### src/rtl/isu_pkg.sv
package isu_pkg;

    typedef enum logic {
        MSG_IDLE = 1'b0,
        MSG_FIRE = 1'b1
    } msg_state_e;

endpackage

### src/rtl/isu_bus_decode.sv
module isu_bus_decode #(
    parameter int DATA_W     = 32,
    parameter int ADDR_W     = 8,
    parameter int STATUS_OFF = 'h24,
    parameter int RAISE_OFF  = 'h60,
    parameter int ACK_OFF    = 'h64
) (
    input  logic              clk,
    input  logic              rst_n,
    input  logic              wr_en,
    input  logic [ADDR_W-1:0] wr_addr,
    input  logic [DATA_W-1:0] wr_data,
    input  logic [ADDR_W-1:0] rd_addr,
    input  logic [DATA_W-1:0] status_i,
    output logic [DATA_W-1:0] sw_set_o,
    output logic [DATA_W-1:0] sw_clr_o,
    output logic [DATA_W-1:0] rd_data
);
    localparam logic [ADDR_W-1:0] A_STAT  = ADDR_W'(STATUS_OFF);
    localparam logic [ADDR_W-1:0] A_RAISE = ADDR_W'(RAISE_OFF);
    localparam logic [ADDR_W-1:0] A_ACK   = ADDR_W'(ACK_OFF);

    always_comb begin
        sw_set_o = '0;
        sw_clr_o = '0;
        if (wr_en && wr_addr == A_RAISE) sw_set_o = wr_data;
        if (wr_en && wr_addr == A_ACK)   sw_clr_o = wr_data;
    end

    always_comb begin
        rd_data = '0;
        if (rd_addr == A_STAT) rd_data = status_i;
    end

    // write-only offsets read as zero
    p_wo_reads_zero_r10: assert property (@(posedge clk) disable iff (!rst_n)
        (rd_addr == A_RAISE || rd_addr == A_ACK) |-> rd_data == '0);

endmodule

### src/rtl/isu_status_reg.sv
module isu_status_reg #(
    parameter int DATA_W = 32
) (
    input  logic              clk,
    input  logic              rst_n,
    input  logic [DATA_W-1:0] set_i,
    input  logic [DATA_W-1:0] clr_i,
    output logic [DATA_W-1:0] status_o
);
    always_ff @(posedge clk or negedge rst_n) begin
        if (!rst_n) status_o <= '0;
        else        status_o <= (status_o & ~clr_i) | set_i;
    end

    // every requested set bit is present afterwards, even under a clear
    p_set_lands_r6: assert property (@(posedge clk) disable iff (!rst_n)
        (set_i != '0) |=> ((status_o & $past(set_i)) == $past(set_i)));

    // acknowledged bits that are not raised again end up clear
    p_clr_lands_r4: assert property (@(posedge clk) disable iff (!rst_n)
        (clr_i != '0) |=> ((status_o & $past(clr_i) & ~$past(set_i)) == '0));

    // quiet cycles keep the word
    p_hold_r11: assert property (@(posedge clk) disable iff (!rst_n)
        (set_i == '0 && clr_i == '0) |=> $stable(status_o));

endmodule

### src/rtl/isu_msg_fsm.sv
module isu_msg_fsm #(
    parameter int DATA_W = 32
) (
    input  logic              clk,
    input  logic              rst_n,
    input  logic              msg_mode,
    input  logic [DATA_W-1:0] set_i,
    input  logic [DATA_W-1:0] status_i,
    output logic              pulse_o
);
    import isu_pkg::*;

    msg_state_e state_q, state_d;
    logic       fresh;

    assign fresh = msg_mode && ((set_i & ~status_i) != '0);

    always_comb begin
        state_d = state_q;
        unique case (state_q)
            MSG_IDLE: state_d = fresh ? MSG_FIRE : MSG_IDLE;
            MSG_FIRE: state_d = fresh ? MSG_FIRE : MSG_IDLE;
        endcase
    end

    always_ff @(posedge clk or negedge rst_n) begin
        if (!rst_n) state_q <= MSG_IDLE;
        else        state_q <= state_d;
    end

    always_comb begin
        pulse_o = (state_q == MSG_FIRE);
    end

    // level mode never pulses
    p_no_pulse_level_r9: assert property (@(posedge clk) disable iff (!rst_n)
        !msg_mode |=> !pulse_o);

    // a pulse means some bit was clear one cycle ago
    p_pulse_new_bit_r8: assert property (@(posedge clk) disable iff (!rst_n)
        pulse_o |-> ($past(status_i) != status_i));

endmodule

### src/rtl/isu_top.sv
module isu_top #(
    parameter int DATA_W     = 32,
    parameter int ADDR_W     = 8,
    parameter int STATUS_OFF = 'h24,
    parameter int RAISE_OFF  = 'h60,
    parameter int ACK_OFF    = 'h64
) (
    input  logic              clk,
    input  logic              rst_n,
    input  logic              msg_mode,
    input  logic              wr_en,
    input  logic [ADDR_W-1:0] wr_addr,
    input  logic [DATA_W-1:0] wr_data,
    input  logic [ADDR_W-1:0] rd_addr,
    output logic [DATA_W-1:0] rd_data,
    input  logic [DATA_W-1:0] evt_raise,
    output logic              irq_level,
    output logic              irq_pulse
);
    logic [DATA_W-1:0] status;
    logic [DATA_W-1:0] sw_set;
    logic [DATA_W-1:0] sw_clr;
    logic [DATA_W-1:0] all_set;

    assign all_set = sw_set | evt_raise;

    isu_bus_decode #(
        .DATA_W(DATA_W), .ADDR_W(ADDR_W), .STATUS_OFF(STATUS_OFF),
        .RAISE_OFF(RAISE_OFF), .ACK_OFF(ACK_OFF)
    ) u_dec (
        .clk(clk), .rst_n(rst_n), .wr_en(wr_en), .wr_addr(wr_addr),
        .wr_data(wr_data), .rd_addr(rd_addr), .status_i(status),
        .sw_set_o(sw_set), .sw_clr_o(sw_clr), .rd_data(rd_data)
    );

    isu_status_reg #(.DATA_W(DATA_W)) u_stat (
        .clk(clk), .rst_n(rst_n), .set_i(all_set), .clr_i(sw_clr),
        .status_o(status)
    );

    isu_msg_fsm #(.DATA_W(DATA_W)) u_msg (
        .clk(clk), .rst_n(rst_n), .msg_mode(msg_mode), .set_i(all_set),
        .status_i(status), .pulse_o(irq_pulse)
    );

    assign irq_level = (status != '0);

    // a pulse is never seen without the level line
    p_pulse_implies_level_r7: assert property (@(posedge clk) disable iff (!rst_n)
        irq_pulse |-> irq_level);

    // any raise leaves the level line high afterwards
    p_raise_level_r7: assert property (@(posedge clk) disable iff (!rst_n)
        (all_set != '0) |=> irq_level);

endmodule

### config.mk
export PLATFORM = sky130hd
export DESIGN_NAME = isu_top
export DESIGN_NICKNAME = d
export VERILOG_FILES = /design/src/rtl/isu_pkg.sv /design/src/rtl/isu_bus_decode.sv /design/src/rtl/isu_status_reg.sv /design/src/rtl/isu_msg_fsm.sv /design/src/rtl/isu_top.sv
export SDC_FILE = /design/constraint.sdc
export NUM_CORES = 1
export LEC_CHECK = 0
export ABC_AREA = 0
export BUFFER_PORTS_ARGS = -buffer_cell sky130_fd_sc_hd__buf_2
export CORE_ASPECT_RATIO = 1.75
export CORE_MARGIN = 2
export CORE_UTILIZATION = 23
export DETAILED_ROUTE_END_ITERATION = 10
export SLEW_MARGIN = 30
export SYNTH_ARGS = -nofsm -noshare
export SYNTH_HDL_FRONTEND = slang
export SYNTH_SLANG_ARGS = --single-unit
### constraint.sdc
create_clock -name clk -period 2.2 [get_ports clk]
set_input_delay 0.22 -clock clk [delete_from_list [all_inputs] [get_ports clk]]
set_output_delay 0.22 -clock clk [all_outputs]
set_load 0.03 [all_outputs]
* Word level (Yosys, flattened, before mapping)
Index checks and enable logic that the tools add are counted. Widths: inputs -> output; s select.
Word-level totals: output and inout port bits 34, flip-flop bits (word level) 33, word-level logic and storage cells 20
Cells by class: reductions and logical operators 5, multiplexer cells 4, equal/unequal tests 3, bitwise operators 6
Operators by type and width (number):
- $mux 32 | 3
- $and 32x32->32 | 2
- $not 32->32 | 2
- $or 32x32->32 | 2
- $reduce_bool 32->1 | 2
- $eq 8x7->1 const B | 2
- $eq 8x6->1 const B | 1
- $logic_and 1x1->1 | 3
- $mux 1 | 1

* Logic depth before layout (Yosys ltp)
word-level depth 8, mapped depth 6

* Hierarchy
Synthesis repeated with hierarchy kept, for this count alone.
Second synthesis, totals: cells, all modules 419, area total of the unflattened synthesis 3060.4 um^2
By module, submodules not included:
- isu_bus_decode | seq. area each 0.0 um^2, cells each 225, times used 1, area each 1341.3 um^2
- isu_status_reg | seq. area each 800.8 um^2, cells each 96, times used 1, area each 1161.1 um^2
- isu_msg_fsm | seq. area each 25.0 um^2, cells each 55, times used 1, area each 282.8 um^2
- isu_top | seq. area each 0.0 um^2, cells each 43, times used 1, area each 275.3 um^2

* Worst setup path before layout
No wires, ideal clock.
path kind reg-to-reg, from register u_stat.status_o[3], to register u_msg.state_q, in the netlist u_msg.pulse_o, library setup time 0.122 ns, stages on the path, launching flop included 6, path buffers 0, arrival 1.469 ns, data required time 2.078 ns, clock period less this slack 1.591 ns, slack 0.609 ns, cell sequence dfrtp_1 -> nor2b_1 -> a2111o_1 -> a2111oi_2 -> nand4_1 -> a32o_1
Between the ends: cells in the longest elaborated chain, start to end 5
RTL lines:
- from (decl) | line isu_status_reg.sv:8 | output logic [DATA_W-1:0] status_o
- from (signal assigned) | line isu_status_reg.sv:12 | else status_o <= (status_o & ~clr_i) | set_i;
- $not 32->32 | line isu_msg_fsm.sv:16 | assign fresh = msg_mode && ((set_i & ~status_i) != '0);
- $and 32x32->32 | line isu_msg_fsm.sv:16
- $reduce_bool 32->1 | line isu_msg_fsm.sv:16
- $logic_and 1x1->1 | line isu_msg_fsm.sv:16
- via u_msg.fresh | line isu_msg_fsm.sv:14 | logic fresh;
- $mux 1 | line isu_msg_fsm.sv:21, isu_msg_fsm.sv:22
- to (signal assigned) | line isu_msg_fsm.sv:28 | else state_q <= state_d;
- to (decl) | line isu_msg_fsm.sv:13 | msg_state_e state_q, state_d;
The timed path passes the listed nets, and every way through them passes these cells.

* Final worst setup path
from register u_stat.status_o[25], to output irq_level
Between the ends: cells in the longest elaborated chain, start to end 1
RTL lines:
- $reduce_bool 32->1 | line isu_top.sv:46 | assign irq_level = (status != '0);
- to (decl) | line isu_top.sv:17 | output logic irq_level,
No other way between the ends.

==> results.sh <==
export IMPL_setup_violations=0
export IMPL_synth_edff_count=0
export IMPL_r2r_slack_ps=380
export IMPL_swShare=0.2503
export IMPL_num_rows=47
export IMPL_wl_met3_um=547
export IMPL_sequentialPowerShare=0.418
export IMPL_combPwrFrac=0.113
export IMPL_drive_above_1_share=0.3243
export IMPL_rsz0062_at_grt="no"
export IMPL_ys_warn_count=0
export IMPL_cts_buffers=5
export IMPL_postPlaceCellArea_sq_mm=0.002964
export IMPL_skew_ps=2.695
export IMPL_grt_max_degree=59
export IMPL_worst_pin_slew_ps=778.7
export IMPL_cts_tree="built"
export IMPL_required_ps=1980
export IMPL_coreArea_sq_mm=0.009468
export IMPL_critPathMaxFanout=5
export IMPL_vdd_ir_drop_max_mv=0.2747
export IMPL_drc=0
export IMPL_crit_arrival_ps=1750
export IMPL_cts_clk_slew_worst_paths_ps=50
export IMPL_avgSynthCellArea_sq_um=7.780
export IMPL_place_gp_congestion=0.8701
export IMPL_clock_power_share=0.469
export IMPL_die_h_um=134.8
export IMPL_synthDistinctLibCells=28
export IMPL_period_share=0.8975
export IMPL_slew_violations=0
export IMPL_cts_sinks=33
export IMPL_postLayoutCellArea_sq_mm=0.003108
export IMPL_clockRootBuffer="clkbuf_16"
export IMPL_ff2ff_path_depth=5
export IMPL_io_buffers=117
export IMPL_die_x_um=78.74
export IMPL_worstSkewPairLatency_ps=290
export IMPL_synthArstFlopShare=1.000
export IMPL_relSlewSlack=0.4809
export IMPL_mostFrequentLayoutCells="117 x buf_2, 49 x inv_1, 33 x dfrtp_1"
export IMPL_status="finished, final reports clean"
export IMPL_first_pass_iters=4
export IMPL_cts_setup_buffers=0
export IMPL_gr_usage_all_layers=0.1730
export IMPL_final_common_cell="buf_2"
export IMPL_fp_dieArea_sq_mm=0.01061
export IMPL_syn_area_sq_mm=0.002248
export IMPL_routed_wl_um=9258
export IMPL_cp_end_kind="output pin"
export IMPL_first_iter_violations=191
export IMPL_leakage_nw=1.665
export IMPL_final_hold_viol_count=0
export IMPL_fillCellCount=1027
export IMPL_drv_cap=0
export IMPL_hold_class="in2async"
export IMPL_synth_seq_cells=33
export IMPL_cts_path_max_buffers=2
export IMPL_endpoint="irq_level"
export IMPL_vias_per_cell=4.960
export IMPL_grt_pass1_wl_um=13790
export IMPL_top_layer="met4"
export IMPL_drt_met1_wl_um=3334
export IMPL_antenna_found_initial=1
export IMPL_timing_rr_end="u_msg.pulse_o"
export IMPL_grt_pass1_vias=2656
export IMPL_synthFlopType="dfrtp_1"
export IMPL_wl_met2_um=4869
export IMPL_intPower_mw=1.095
export IMPL_critical_path_class="reg2out"
export IMPL_fmax_ghz=0.5064
export IMPL_route_detailed_wl_per_inst_um=17.53
export IMPL_startpoint_type="register"
export IMPL_power_density_mw_per_mm2=469.8
export IMPL_ys_seq_area_frac=0.3673
export IMPL_h_tree_depth=2
export IMPL_initial_core_util=0.2375
export IMPL_final_net_count=487
export IMPL_ctsResizeCount=0
export IMPL_r2r_start="u_stat.status_o[3]"
export IMPL_syn_nets=373
export IMPL_cts_hold_buf=0
export IMPL_ios=118
export IMPL_setup_tns_ps=0
export IMPL_via_count=2619
export IMPL_place_detailed_hpwl_um=7293
export IMPL_utilization=0.3283
export IMPL_syn_to_final_growth_pct=38.23
export IMPL_critPathLaunch="u_stat.status_o[25]"
export IMPL_ant_nets=0
export IMPL_switching_power_mw=0.3655
export IMPL_synthCells=289
export IMPL_fin_crit_ps=1975
export IMPL_overflow=0
synthesized netlist by cell type (all sizes together) (2+ instances only):
cell | number | area share
a2111oi | 3 | 0.017
a211o | 7 | 0.027
a21oi | 25 | 0.056
and2 | 32 | 0.090
and3 | 25 | 0.070
and4b | 2 | 0.0089
buf | 4 | 0.0089
clkbuf | 8 | 0.013
dfrtp | 33 | 0.37
inv | 49 | 0.082
nand2 | 7 | 0.012
nand2b | 6 | 0.017
nand4 | 4 | 0.011
nor2 | 9 | 0.015
nor2b | 6 | 0.017
nor4 | 13 | 0.036
o2111ai | 2 | 0.0078
o21ai | 25 | 0.056
o22ai | 22 | 0.061
through the flow:
step	instances	setup WS, ps	hold slack, ps	power (mW)
after floorplan	289	609.1	-75.59	0.6633
after global placement	518	424.8	337.5	0.7843
after detailed placement	518	374.8	341.1	0.7852
after CTS	526	240.5	38.69	1.469
after global routing	527	219.8	72.86	1.507
final	528	225.4	8.425	1.460
power groups by stage:
stage          clock (mW)  sequential [mW]  combinational, mW
2_1_floorplan           0            0.621             0.0426
3_3_place_gp            0            0.621              0.164
3_5_place_dp            0            0.621              0.165
4_1_cts             0.694            0.610              0.165
5_1_grt             0.718            0.610              0.179
6_report            0.685            0.610              0.165
sequential cells by signal, summed over array words and instances (netlist names):
| signal | count |
|---|---|
| u_msg.pulse_o | 1 |
| u_stat.status_o | 32 |
logic make-up after synthesis:
family,Yosys count,share of synthesized area
and+or+nand+nor,108,0.2905
DFF,33,0.3673
AOI/OAI and AO/OA,87,0.2382
buffers and inverters,61,0.1041
critical path: stages (launching register included):
cell     delay [ps]
dfrtp_1         430
nor4_1          400
nand4_1         150
or2_2           310
buf_2           180
area by class of cell:
class / instances / area [sq um] / share of cell area
multi-input cells: 195 / 1189 / 0.3824
flip-flops and latches: 33 / 825.8 / 0.2657
repair buffers: 119 / 613.1 / 0.1973
inverters: 49 / 183.9 / 0.05918
well taps: 122 / 152.6 / 0.04911
clock buffers: 6 / 128.9 / 0.04147
clock inverters: 2 / 10.01 / 0.003221
diodes: 2 / 5.005 / 0.001610
per-layer routing:
metal,vias to the layer above,global-route usage
met2,143,0.3148
met3,35,0.02941
met5,-,0
met4,0,0.1101
met1,1198,0.1793
li1,1243,-
worst min-delay path by stage:
stage | start | end | slack (ps) | cells after the start
final | rst_n | u_stat.status_o[20] | 8 | 1
after global routing | rst_n | u_stat.status_o[20] | 70 | 1
after CTS | rst_n | u_stat.status_o[20] | 40 | 1
after detailed placement | rst_n | u_stat.status_o[20] | 340 | 1
after global placement | rst_n | u_stat.status_o[20] | 340 | 1
after floorplan | rst_n | u_msg.pulse_o | -80 | 0
No activity file was read; power rests on OpenSTA's default activity.
